===== config.mk =====
export PLATFORM = sky130hd
export DESIGN_NAME = ocu_channel
export DESIGN_NICKNAME = d
export VERILOG_FILES = /design/src/rtl/ocu_pkg.sv /design/src/rtl/ocu_cmp_path.sv /design/src/rtl/ocu_flag.sv /design/src/rtl/ocu_wavegen.sv /design/src/rtl/ocu_channel.sv
export SDC_FILE = /design/constraint.sdc
export NUM_CORES = 1
export LEC_CHECK = 0
export BUFFER_PORTS_ARGS = -buffer_cell sky130_fd_sc_hd__buf_4
export CAP_MARGIN = 15
export CORE_ASPECT_RATIO = 0.7
export CORE_MARGIN = 10
export CORE_UTILIZATION = 47
export DETAILED_ROUTE_END_ITERATION = 16
export PLACE_DENSITY = 0.82
export SLEW_MARGIN = 30
export SYNTH_ARGS = -nofsm -noshare
export SYNTH_HDL_FRONTEND = slang
export SYNTH_SLANG_ARGS = --single-unit

===== constraint.sdc =====
create_clock -name clk -period 1.9 [get_ports clk]
set_input_delay 0.38 -clock clk [delete_from_list [all_inputs] [get_ports clk]]
set_output_delay 0.38 -clock clk [all_outputs]
set_load 0.1 [all_outputs]

===== src/rtl/ocu_pkg.sv =====
// Package: shared encodings for the compare channel.
// Assumes two-bit mode fields; mode bit 0 set means a PWM mode.
package ocu_pkg;

    typedef enum logic [1:0] {
        WG_FREE  = 2'd0,
        WG_PHASE = 2'd1,
        WG_CLR   = 2'd2,
        WG_FAST  = 2'd3
    } wg_mode_e;

    typedef enum logic [1:0] {
        OM_OFF    = 2'd0,
        OM_TOGGLE = 2'd1,
        OM_CLEAR  = 2'd2,
        OM_SET    = 2'd3
    } om_e;

    // True for the two PWM waveform modes
    function automatic logic is_pwm(wg_mode_e m);
        return (m == WG_PHASE) || (m == WG_FAST);
    endfunction

endpackage


===== src/rtl/ocu_cmp_path.sv =====
// Module: compare register path and comparator.
// Holds a write buffer and the effective compare value. In PWM modes the
// effective value loads from the buffer at a top tick; otherwise writes
// go straight through. A counter write masks the comparator until the
// first tick after it. Assumes tick is a one-cycle enable.
module ocu_cmp_path #(
    parameter int W = 8
) (
    input  logic         clk,
    input  logic         rst_n,
    input  logic         tick,
    input  logic         pwm,
    input  logic [W-1:0] count,
    input  logic         at_top,
    input  logic         cmp_wr,
    input  logic [W-1:0] cmp_wdata,
    input  logic         cnt_wr,
    output logic [W-1:0] cmp_active,
    output logic         match
);

    logic [W-1:0] cmp_buf;
    logic         masked;

    // Buffer and effective compare value update
    always_ff @(posedge clk) begin
        if (!rst_n) begin
            cmp_buf    <= '0;
            cmp_active <= '0;
        end else begin
            if (cmp_wr) begin
                cmp_buf <= cmp_wdata;
            end
            if (!pwm && cmp_wr) begin
                cmp_active <= cmp_wdata;
            end else if (pwm && tick && at_top) begin
                cmp_active <= cmp_buf;
            end
        end
    end

    // Counter-write mask: held until the first later tick
    always_ff @(posedge clk) begin
        if (!rst_n) begin
            masked <= 1'b0;
        end else if (cnt_wr) begin
            masked <= 1'b1;
        end else if (tick) begin
            masked <= 1'b0;
        end
    end

    // Equality comparator gated by the mask
    always_comb begin
        match = (count == cmp_active) && !masked && !cnt_wr;
    end

endmodule


===== src/rtl/ocu_flag.sv =====
// Module: compare event flag and interrupt request.
// The flag sets at a tick that sees a match. It clears on acknowledge or
// on a write of one; a set in the same cycle wins over a clear.
module ocu_flag (
    input  logic clk,
    input  logic rst_n,
    input  logic tick,
    input  logic match,
    input  logic flag_clr,
    input  logic irq_ack,
    input  logic irq_en,
    output logic flag,
    output logic irq
);

    // Flag register with set priority
    always_ff @(posedge clk) begin
        if (!rst_n) begin
            flag <= 1'b0;
        end else if (tick && match) begin
            flag <= 1'b1;
        end else if (flag_clr || irq_ack) begin
            flag <= 1'b0;
        end
    end

    // Interrupt request gated by the enable
    always_comb begin
        irq = flag && irq_en;
    end

endmodule


===== src/rtl/ocu_wavegen.sv =====
// Module: waveform pin generator.
// Non-PWM modes act on match only. Fast PWM sets at top and clears on
// match, with top winning. Phase-correct PWM follows the count direction,
// and top/bottom override it so extreme compare values give steady levels.
// Assumes at_top/at_bottom are valid in the same cycle as tick.
module ocu_wavegen
    import ocu_pkg::*;
(
    input  logic     clk,
    input  logic     rst_n,
    input  logic     tick,
    input  logic     match,
    input  logic     at_top,
    input  logic     at_bottom,
    input  wg_mode_e wmode,
    input  om_e      omode,
    output logic     wave_out,
    output logic     wave_oe
);

    logic wave_q;
    logic wave_nxt;
    logic dir_down;
    logic pwm;
    logic inv;

    // Pin enable and polarity decode
    always_comb begin
        pwm     = is_pwm(wmode);
        inv     = (omode == OM_SET);
        wave_oe = (omode != OM_OFF) && !(pwm && omode == OM_TOGGLE);
    end

    // Next pin level for the current tick
    always_comb begin
        wave_nxt = wave_q;
        if (tick && wave_oe) begin
            if (!pwm) begin
                if (match) begin
                    case (omode)
                        OM_TOGGLE: wave_nxt = ~wave_q;
                        OM_CLEAR:  wave_nxt = 1'b0;
                        OM_SET:    wave_nxt = 1'b1;
                        default:   wave_nxt = wave_q;
                    endcase
                end
            end else if (wmode == WG_FAST) begin
                if (at_top) begin
                    wave_nxt = ~inv;
                end else if (match) begin
                    wave_nxt = inv;
                end
            end else if (match) begin
                if (at_top) begin
                    wave_nxt = ~inv;
                end else if (at_bottom) begin
                    wave_nxt = inv;
                end else begin
                    wave_nxt = dir_down ? ~inv : inv;
                end
            end
        end
    end

    // Pin level and count direction registers
    always_ff @(posedge clk) begin
        if (!rst_n) begin
            wave_q   <= 1'b0;
            dir_down <= 1'b0;
        end else begin
            wave_q <= wave_nxt;
            if (tick && at_top) begin
                dir_down <= 1'b1;
            end else if (tick && at_bottom) begin
                dir_down <= 1'b0;
            end
        end
    end

    // Disconnected pin reads low
    always_comb begin
        wave_out = wave_oe && wave_q;
    end

endmodule


===== src/rtl/ocu_channel.sv =====
// Module: top of the timer compare channel.
// Joins the compare path, the event flag and the waveform generator.
// Assumes the counter, its top/bottom strobes and tick come from outside.
module ocu_channel
    import ocu_pkg::*;
#(
    parameter int W = 8
) (
    input  logic         clk,
    input  logic         rst_n,
    input  logic         tick,
    input  logic [W-1:0] count,
    input  logic         at_top,
    input  logic         at_bottom,
    input  logic [1:0]   wave_mode,
    input  logic [1:0]   out_mode,
    input  logic         cmp_wr,
    input  logic [W-1:0] cmp_wdata,
    input  logic         cnt_wr,
    input  logic         flag_clr,
    input  logic         irq_en,
    input  logic         irq_ack,
    output logic         match,
    output logic [W-1:0] cmp_value,
    output logic         flag,
    output logic         irq,
    output logic         wave_out,
    output logic         wave_oe
);

    wg_mode_e wmode;
    om_e      omode;
    logic     pwm;

    // Mode field decode
    always_comb begin
        wmode = wg_mode_e'(wave_mode);
        omode = om_e'(out_mode);
        pwm   = is_pwm(wmode);
    end

    ocu_cmp_path #(.W(W)) i_cmp (
        .clk        (clk),
        .rst_n      (rst_n),
        .tick       (tick),
        .pwm        (pwm),
        .count      (count),
        .at_top     (at_top),
        .cmp_wr     (cmp_wr),
        .cmp_wdata  (cmp_wdata),
        .cnt_wr     (cnt_wr),
        .cmp_active (cmp_value),
        .match      (match)
    );

    ocu_flag i_flag (
        .clk      (clk),
        .rst_n    (rst_n),
        .tick     (tick),
        .match    (match),
        .flag_clr (flag_clr),
        .irq_ack  (irq_ack),
        .irq_en   (irq_en),
        .flag     (flag),
        .irq      (irq)
    );

    ocu_wavegen i_wave (
        .clk       (clk),
        .rst_n     (rst_n),
        .tick      (tick),
        .match     (match),
        .at_top    (at_top),
        .at_bottom (at_bottom),
        .wmode     (wmode),
        .omode     (omode),
        .wave_out  (wave_out),
        .wave_oe   (wave_oe)
    );

endmodule


==> results of run 1 <==
[power by group through the flow]
| stage | Combinational (W) | Clock, W | Sequential (W) |
|---|---|---|---|
| 5_1_grt | 0.000328 | 0.000234 | 0.000469 |
| 4_1_cts | 0.000312 | 0.000218 | 0.000466 |
| 3_5_place_dp | 0.000308 | 0 | 0.000475 |
| 6_report | 0.000309 | 0.000202 | 0.000465 |
| 2_1_floorplan | 0.000124 | 0 | 0.000571 |
| 3_3_place_gp | 0.000302 | 0 | 0.000474 |
[cells in the final DEF (no fill, tap or decap), types with 2 or more instances in the layout]
cell / netlist / final
nor2_1: 3 / 3
dfxtp_4: 0 / 4
clkbuf_4: 0 / 3
dfxtp_1: 20 / 11
dfxtp_2: 0 / 5
xnor2_1: 7 / 7
and2_2: 0 / 2
nand3_1: 2 / 2
o211a_1: 8 / 8
buf_4: 0 / 44
nor2b_1: 11 / 11
a22oi_1: 2 / 2
mux2i_1: 17 / 17
nand2_1: 11 / 11
[registers in the layout (all words and copies together) (netlist names)]
register,cells
i_wave.dir_down,1
i_cmp.cmp_active,8
i_wave.wave_q,1
i_cmp.masked,1
i_flag.flag,1
i_cmp.cmp_buf,8
[metal layers]
layer  share of wire  global-route usage
met2            0.48               0.208
met1            0.44               0.112
met3           0.084              0.0561
met4          0.0044              0.0317
met5               0                   0
[kinds of logic (layout without fill, tap and decap cells)]
kind of cell / Yosys count / after routing / synth area share
buffers and inverters: 7 / 50 / 0.0540
muxes: 17 / 17 / 0.163
and+or+nand+nor: 37 / 37 / 0.203
xor gates and xnor gates: 8 / 8 / 0.0672
DFF: 20 / 20 / 0.384
AOI/OAI and AO/OA: 16 / 16 / 0.128
[Yosys cell counts (2+ instances only)]
master	instances	area share
o211a_1	8	0.077
a22oi_1	2	0.014
and2_1	2	0.012
mux2i_1	17	0.16
nand3_1	2	0.0096
nand2_1	11	0.040
buf_6	4	0.043
dfxtp_1	20	0.38
nor2_1	3	0.011
xnor2_1	7	0.059
nor2b_1	11	0.066
clkbuf_1	2	0.0072
[worst max-delay path by stage]
stage | startpoint | to
after detailed placement | count[4] | match
final | i_cmp.cmp_active[4] | match
after global routing | i_cmp.cmp_active[4] | match
after CTS | i_cmp.cmp_active[4] | match
after global placement | count[4] | match
after floorplan | i_cmp.cmp_active[4] | i_wave.wave_q
[final cells by class]
cell class              count  area (um2)
fillers                   188         706
well taps                  32        40.0
flip-flops and latches     20         422
inverters                   1        3.75
clock buffers               3        22.5
repair buffers             45         350
clock inverters             1        3.75
multi-input cells          78         589
[critical path, stage by stage (launching register included)]
cell     delay [ns]
dfxtp_4        0.36
xor2_1         0.15
or3_4          0.34
nor3_4         0.18
buf_12         0.20
[stage by stage]
stage / power, W / hold slack (ns)
after floorplan: 0.000695 / 0.442
after global placement: 0.000776 / 0.456
after detailed placement: 0.000784 / 0.490
after CTS: 0.000996 / 0.283
after global routing: 0.00103 / 0.283
final: 0.000976 / 0.297
[timing repair]
action | CTS | global route
pin swaps | 1 | 0
gates resized for setup | 3 | 0
hold buffers | 0 | 0
setup buffers | 1 | 0
endpoints found under the setup margin | 1 | 1
==> flow_metrics.py, run 1 <==
metrics = {
    "floorplanning": {
        "dieArea_um2": 4530,
        "start_util": 0.488,
        "core-area_um2": 2140,
        "rows": 14,
        "ios": 43,
        "die_y_um": 59.4,
        "die_x_um": 76.3,
    },
    "worst_setup_path": {
        "critPathLaunchType": "register",
        "end_kind": "output pin",
        "r2r_end": "i_wave.wave_q",
        "ff2ff_path_depth": 6,
        "worstPathArrival_ns": 1.52,
        "cp_max_fo": 2,
        "reg2reg_slack_ns": 0.39,
        "critical_path_class": "reg2out",
        "required_ns": 1.52,
        "r2r-start": "i_cmp.cmp_active[4]",
    },
    "finish": {
        "final-instance-count-excl-fill": 180,
        "final_nets": 179,
        "syn2layout_area_growth_pct": 37.3,
        "stdcell_area_um2": 1430,
        "drive_gt1_frac": 0.426,
        "fin_util": 0.670,
        "n_antenna_cell": 0,
    },
    "pwr": {
        "p_int_w": 0.000643,
        "netSwitchingFraction": 0.341,
        "peakVddDrop_mv": 0.454,
        "net-switching-power_w": 0.000333,
        "pwr-share-seq": 0.477,
        "power_density_nw_per_um2": 682,
        "clockPowerShare": 0.207,
        "power_frac_comb": 0.316,
        "total_leakage_power_nw": 0.724,
    },
    "timing": {
        "min_period_over_period": 1.00,
        "rsz0062_at_grt": "yes",
        "final-hold-violation-count": 0,
        "fin_crit_ns": 1.90,
        "max_freq_ghz": 0.526,
        "slew_headroom": 0.645,
        "tightest_slew_ns": 0.532,
        "clock_skew_ns": 0.00111,
        "slew_violations": 0,
        "setup_viol": 1,
        "tns_ns": -0.00189,
        "setup_ws_ns": -0.00189,
    },
    "detailed_routing": {
        "drt-total-wl_um": 2480,
        "dr.pass1.iters": 4,
        "vias": 905,
        "drt_iter0_drc": 28,
        "post-route-drc-count": 0,
        "detail_route.wl_per_cell_um": 13.8,
        "vias_per_cell": 5.03,
        "ant_nets": 0,
    },
    "hold_path": {
        "min_from": "cnt_wr",
        "hold_end": "i_cmp.masked",
        "worstHoldPathCells": 2,
        "min_path_type": "in2reg",
    },
    "global_routing": {
        "grtUsageTotal": 0.113,
        "overflow": 0,
        "grt_pass1_vias": 970,
        "grt_antenna_before_repair": 0,
        "grt_max_degree": 22,
        "grt_pass1_wl_um": 4200,
    },
    "placed_design": {
        "dpl.hpwl_um": 1990,
        "post-place-ws_ns": 0.0538,
        "dpl_cell_area_um2": 1390,
        "place_congestion": 0.728,
        "port_buffers": 42,
        "placed_cells": 175,
    },
    "synthesis": {
        "synth_fp_nets": 135,
        "netlist_area_um2": 1040,
        "seq_area_frac_synth": 0.384,
        "synth_warnings": 0,
        "synth_ff_type": "dfxtp_1",
        "syn_area_per_cell_um2": 9.93,
        "ys_types": 28,
        "syn_inst": 105,
        "async_flop_share": 0,
        "synth_seq_cells": 20,
        "synth-edff-count": 0,
    },
    "outcome": {
        "status": "finished, violations left",
        "violations": "setup timing",
    },
    "clock_tree": {
        "cts_made_buffers": 3,
        "cts_tree": "done",
        "clkTransAtPathRegs_ns": 0.10,
        "cts_max_level": 1,
        "cts-root-buf": "clkbuf_4",
        "cts_sinks": 20,
        "clock_latency_ns": 0.30,
        "clockBufferDepth": 2,
    },
    "run": {
        "drv_cap": 0,
    },
}
Note: power is estimated with default switching activity, not from simulation.
==> run 2: changes to the inputs <==
PLACE_DENSITY = 0.81   (was 0.82)
SYNTH_HIERARCHICAL = 1   (was unset)
==> flow_metrics.py, run 2 <==
metrics = {
    "floorplanning": {
        "die_y_um": 60.6,
        "ios": 43,
        "dieArea_um2": 4730,
        "core-area_um2": 2190,
        "start_util": 0.506,
        "die_x_um": 78.0,
        "rows": 14,
    },
    "timing": {
        "slew_violations": 0,
        "fin_crit_ns": 1.93,
        "tightest_slew_ns": 0.467,
        "rsz0062_at_grt": "yes",
        "max_freq_ghz": 0.519,
        "slew_headroom": 0.689,
        "min_period_over_period": 1.01,
        "setup_ws_ns": -0.0267,
        "clock_skew_ns": 0.00483,
        "setup_viol": 1,
        "final-hold-violation-count": 0,
    },
    "detailed_routing": {
        "highest_layer": "met4",
        "dr.pass1.iters": 4,
        "drt-total-wl_um": 3000,
        "vias": 1014,
        "post-route-drc-count": 0,
        "drt_iter0_drc": 64,
        "wl_met1_um": 1330,
        "wl_met2_um": 1460,
        "detail_route.wl_per_cell_um": 15.7,
        "dr_wl_met3_um": 191,
        "ant_nets": 0,
        "vias_per_cell": 5.31,
    },
    "clock_tree": {
        "cts_tree": "done",
        "hold_buffers": 0,
        "cts_max_level": 1,
        "clkTransAtPathRegs_ns": 0.11,
        "cts-root-buf": "clkbuf_4",
        "cts_made_buffers": 3,
        "clock_latency_ns": 0.30,
        "clockBufferDepth": 2,
        "cts_sinks": 20,
    },
    "synthesis": {
        "syn_inst": 118,
        "syn_area_per_cell_um2": 9.39,
        "ys_types": 35,
        "synth_top_cell_area_share": 0.361,
        "synth_largest_area_cell": "dfxtp_1",
        "synth_ff_type": "dfxtp_1",
        "ys_top_cells_by_area": "dfxtp_1 (36%), a31oi_2 (9.0%), mux2i_1 (7.2%)",
        "synth_common_cells": "dfxtp_1 (20), nand2_1 (19), nor2b_1 (9)",
        "seq_area_frac_synth": 0.361,
        "async_flop_share": 0,
        "synth-edff-count": 0,
        "synth_most_common_cell": "dfxtp_1",
        "netlist_area_um2": 1110,
        "synth_warnings": 6,
        "synth_seq_cells": 20,
        "synth_fp_nets": 148,
    },
    "global_routing": {
        "grtUsageTotal": 0.129,
        "grt_pass1_wl_um": 5040,
        "grt_antenna_before_repair": 0,
        "grt_pass1_vias": 1072,
        "overflow": 0,
        "grt_max_degree": 22,
    },
    "pwr": {
        "power_frac_comb": 0.329,
        "clockPowerShare": 0.205,
        "p_int_w": 0.000647,
        "peakVddDrop_mv": 0.541,
        "p_total_w": 0.00100,
        "pwr-share-seq": 0.465,
        "net-switching-power_w": 0.000355,
        "netSwitchingFraction": 0.354,
        "power_density_nw_per_um2": 659,
        "total_leakage_power_nw": 0.665,
    },
    "worst_setup_path": {
        "cp_max_fo": 3,
        "worstPathArrival_ns": 1.55,
        "end_kind": "output pin",
        "critical_path_class": "reg2out",
        "critPathLaunchType": "register",
        "required_ns": 1.52,
    },
    "hold_path": {
        "min_path_type": "in2reg",
    },
    "finish": {
        "fin_util": 0.695,
        "drive_gt1_frac": 0.472,
        "final_nets": 190,
        "n_fill_cell": 180,
        "reg_top3": "i_cmp/cmp_active x8, i_cmp/cmp_buf x8",
        "syn2layout_area_growth_pct": 37.2,
        "final_cell_mix": "buf_4 (45), nand2_1 (18), dfxtp_1 (11)",
        "final_common_cell": "buf_4",
        "n_antenna_cell": 0,
    },
    "outcome": {
        "violations": "setup timing",
        "status": "finished, violations left",
    },
    "placed_design": {
        "dpl.hpwl_um": 2350,
        "place_congestion": 0.807,
        "port_buffers": 42,
    },
    "run": {
        "drv_cap": 0,
    },
}
-- run 2: cell count changes after synthesis, sizes merged, moves of 7 or more --
cell / previous run / this run
mux2i: 17 / 8
o211a: 8 / 0
a31oi: 1 / 9
nand2: 11 / 19
o31ai: 1 / 8
-- run 2: layer usage --
metal	up-vias	global-route usage
met3	2	0.0457
met5	-	0
met2	36	0.225
met4	0	0.0153
met1	477	0.157
li1	499	-
-- run 2: what timing repair did --
| item | 4_1_cts | 5_1_grt |
|---|---|---|
| setup endpoints to repair | 1 | 2 |
| setup buffers | 2 | 0 |
| pin swaps | 3 | 1 |
| resized for setup | 3 | 1 |
-- run 2: power by group through the flow --
stage          sequential [W]  combinational (W)  clock (W)
3_3_place_gp         0.000475           0.000320          0
3_5_place_dp         0.000476           0.000325          0
5_1_grt              0.000471           0.000351   0.000226
6_report             0.000467           0.000330   0.000206
4_1_cts              0.000466           0.000329   0.000211
2_1_floorplan        0.000571           0.000135          0
-- run 2: cells by family (layout without fill, tap and decap cells) --
kind of cell,Yosys count,after routing,synth area share
multiplexers,8,8,0.0722
AO/OA/AOI/OAI,24,24,0.203
XOR/XNOR,8,8,0.0632
AND/OR/NAND/NOR,46,46,0.237
flip-flops,20,20,0.361
buffers and inverters,12,53,0.0632
-- run 2: worst paths after layout --
path                               to  slack, ns  cells after the start           startpoint
setup / recovery                match      -0.03                      4  i_cmp/cmp_active[0]
hold / removal           i_cmp/masked       0.30                      2               cnt_wr
setup reg to reg        i_wave/wave_q       0.05                      7  i_cmp/cmp_active[0]
hold reg to reg   i_cmp/cmp_active[0]       0.49                      2     i_cmp/cmp_buf[0]
-- run 2: per-stage QoR --
step / hold slack, ns / worst slack [ns] / cell area, um2 / cells / setup TNS (ns)
3_5_place_dp: 0.473 / -0.0107 / 1460 / 185 / -0.0157
3_3_place_gp: 0.467 / -0.00963 / 1460 / 185 / -0.00963
2_1_floorplan: 0.457 / -0.640 / 1150 / 118 / -1.19
5_1_grt: 0.300 / -0.0886 / 1520 / 191 / -0.137
6_report: 0.297 / -0.0267 / 1520 / 191 / -0.0267
4_1_cts: 0.290 / -0.0143 / 1510 / 191 / -0.0143
-- run 2: critical path, cell delays in order, from the launching register on --
cell and delay [ns]:
dfxtp_2 0.35, xnor2_1 0.18, nand4_1 0.20, nor3_4 0.30, buf_12 0.21
-- run 2: cell type report --
class | instances | area, um2 | area share
Clock buffer | 3 | 22.5 | 0.0148
Timing Repair Buffer | 46 | 358 | 0.235
Clock inverter | 1 | 3.75 | 0.00247
Inverter | 3 | 11.3 | 0.00740
Tap cell | 32 | 40.0 | 0.0263
Sequential cell | 20 | 419 | 0.275
Multi-Input combinational cell | 86 | 667 | 0.438
==> run 3: changes to the inputs <==
--- a/config.mk
+++ b/config.mk
@@ -13,4 +13,5 @@
 export DETAILED_ROUTE_END_ITERATION = 16
 export PLACE_DENSITY = 0.81
+export SKIP_CTS_REPAIR_TIMING = 1
 export SLEW_MARGIN = 30
 export SYNTH_ARGS = -nofsm -noshare
==> constraint.sdc (replaced) <==
create_clock -name clk -period 1.9 [get_ports clk]
set_input_delay 0.38 -clock clk [delete_from_list [all_inputs] [get_ports clk]]
set_output_delay 0.38 -clock clk [all_outputs]
set_load 0.005 [all_outputs]
==> flow_metrics.py, run 3 (same netlist as run 2, synthesis figures left out) <==
metrics = {
    "timing": {
        "tightest_slew_ns": 0.359,
        "max_freq_ghz": 0.519,
        "clock_skew_ns": 0.00401,
        "tns_ns": -0.0269,
        "slew_headroom": 0.760,
        "fin_crit_ns": 1.93,
        "slew_violations": 0,
        "setup_viol": 1,
        "final-hold-violation-count": 0,
        "setup_ws_ns": -0.0269,
        "rsz0062_at_grt": "yes",
        "min_period_over_period": 1.01,
    },
    "clock_tree": {
        "clkTransAtPathRegs_ns": 0.11,
        "cts_sinks": 20,
        "cts_made_buffers": 3,
        "clockBufferDepth": 2,
        "clock_latency_ns": 0.30,
        "cts_tree": "done",
        "cts_max_level": 1,
        "cts-root-buf": "clkbuf_4",
    },
    "finish": {
        "final_common_cell": "buf_4",
        "seq_area_um2": 403,
        "n_antenna_cell": 0,
        "n_fill_cell": 177,
        "drive_gt1_frac": 0.403,
        "final-instance-count-excl-fill": 191,
        "syn2layout_area_growth_pct": 33.7,
        "reg_top3": "i_cmp/cmp_active x8, i_cmp/cmp_buf x8",
        "multi_input_area_um2": 643,
        "final_nets": 190,
        "final_cell_mix": "buf_4 (45), nand2_1 (19), dfxtp_1 (18)",
    },
    "global_routing": {
        "grtUsageTotal": 0.116,
        "grt_max_degree": 22,
        "grt_antenna_before_repair": 0,
        "grt_pass1_wl_um": 4510,
        "grt_pass1_vias": 964,
        "overflow": 0,
    },
    "detailed_routing": {
        "post-route-drc-count": 0,
        "ant_nets": 0,
        "detail_route.wl_per_cell_um": 14.5,
        "drt-total-wl_um": 2760,
        "drt_iter0_drc": 67,
        "dr.pass1.iters": 4,
        "vias": 982,
        "vias_per_cell": 5.14,
    },
    "placed_design": {
        "place_congestion": 0.775,
        "dpl.hpwl_um": 2170,
        "post-place-ws_ns": -0.0930,
        "placed_cells": 186,
        "port_buffers": 42,
    },
    "worst_setup_path": {
        "critical_path_class": "reg2out",
        "reg2reg_slack_ns": 0.12,
        "path_buf_inv": 2,
        "required_ns": 1.52,
        "cp_max_fo": 3,
        "crit_chain": "xor2_1, or3_1, nor3_2, buf_4, buf_6",
        "r2r_end": "i_wave/wave_q",
        "slowest_stage": "dfxtp_2",
        "end_kind": "output pin",
        "worstPathArrival_ns": 1.55,
        "critPathLaunchType": "register",
        "slowest_delay_ns": 0.35,
        "r2r-start": "i_cmp/cmp_active[2]",
        "critPathTopFamily": "simple AND/OR/NAND/NOR gates",
        "ff2ff_path_depth": 6,
        "cp.depth": 5,
    },
    "outcome": {
        "status": "finished, violations left",
        "violations": "setup timing",
    },
    "pwr": {
        "total_leakage_power_nw": 0.646,
        "power_density_nw_per_um2": 621,
        "peakVddDrop_mv": 0.525,
        "p_total_w": 0.000920,
    },
    "floorplanning": {
        "ios": 43,
        "start_util": 0.506,
        "core-area_um2": 2190,
        "rows": 14,
        "die_x_um": 78.0,
        "die_y_um": 60.6,
        "dieArea_um2": 4730,
    },
    "hold_path": {
        "hold_end": "i_cmp/masked",
        "worstHoldPathCells": 2,
        "min_from": "cnt_wr",
        "min_path_type": "in2reg",
    },
    "run": {
        "drv_cap": 0,
    },
}
-- run 3: changes by cell type in the layout (fill, tap and decap cells not counted), sizes merged --
cell    delta
clkbuf     +1
clkinv     -1
-- run 3: area by class of cell --
type / count / share of cell area
Multi-Input combinational cell: 86 / 0.434
Sequential cell: 20 / 0.272
Timing Repair Buffer: 46 / 0.235
Tap cell: 32 / 0.0270
Clock buffer: 4 / 0.0245
Inverter: 3 / 0.00759
-- run 3: metrics by stage --
step	util	hold slack [ns]	area, um2
floorplan	-	0.457	1110
global placement	0.652	0.475	1430
finish	0.677	0.301	1480
CTS	0.669	0.295	1460
detailed placement	0.652	0.480	1430
global route	0.677	0.304	1480
-- run 3: routing by layer --
layer,track usage,vias to the layer above,share of wire
met5,0,-,0
met4,0.0305,0,0
met3,0.0605,0,0.097
met2,0.192,37,0.46
met1,0.131,445,0.44
li1,-,500,-
-- run 3: worst reg2reg max path: cells and delay by family, from the launching register on --
kind	cells	cell delay, ns
xor+xnor	1	0.15
compound gates	3	0.70
flops	1	0.35
simple gates	2	0.51
-- run 3: worst max path at each step --
stage / startpoint / to / slack, ns
5_1_grt: i_cmp/cmp_active[2] / match / -0.09
4_1_cts: i_cmp/cmp_active[2] / match / -0.14
6_report: i_cmp/cmp_active[2] / match / -0.03
3_5_place_dp: count[2] / i_wave/wave_q / -0.09
2_1_floorplan: count[2] / i_wave/wave_q / 0.03
3_3_place_gp: count[2] / i_wave/wave_q / -0.01
-- run 3: where the power goes --
group	internal, W	leakage, nW	total (W)	switching [W]
registers	0.000447	0.166	0.000467	0.0000197
logic	0.000117	0.459	0.000207	0.0000903
clock network	0.000117	0.0210	0.000246	0.000130
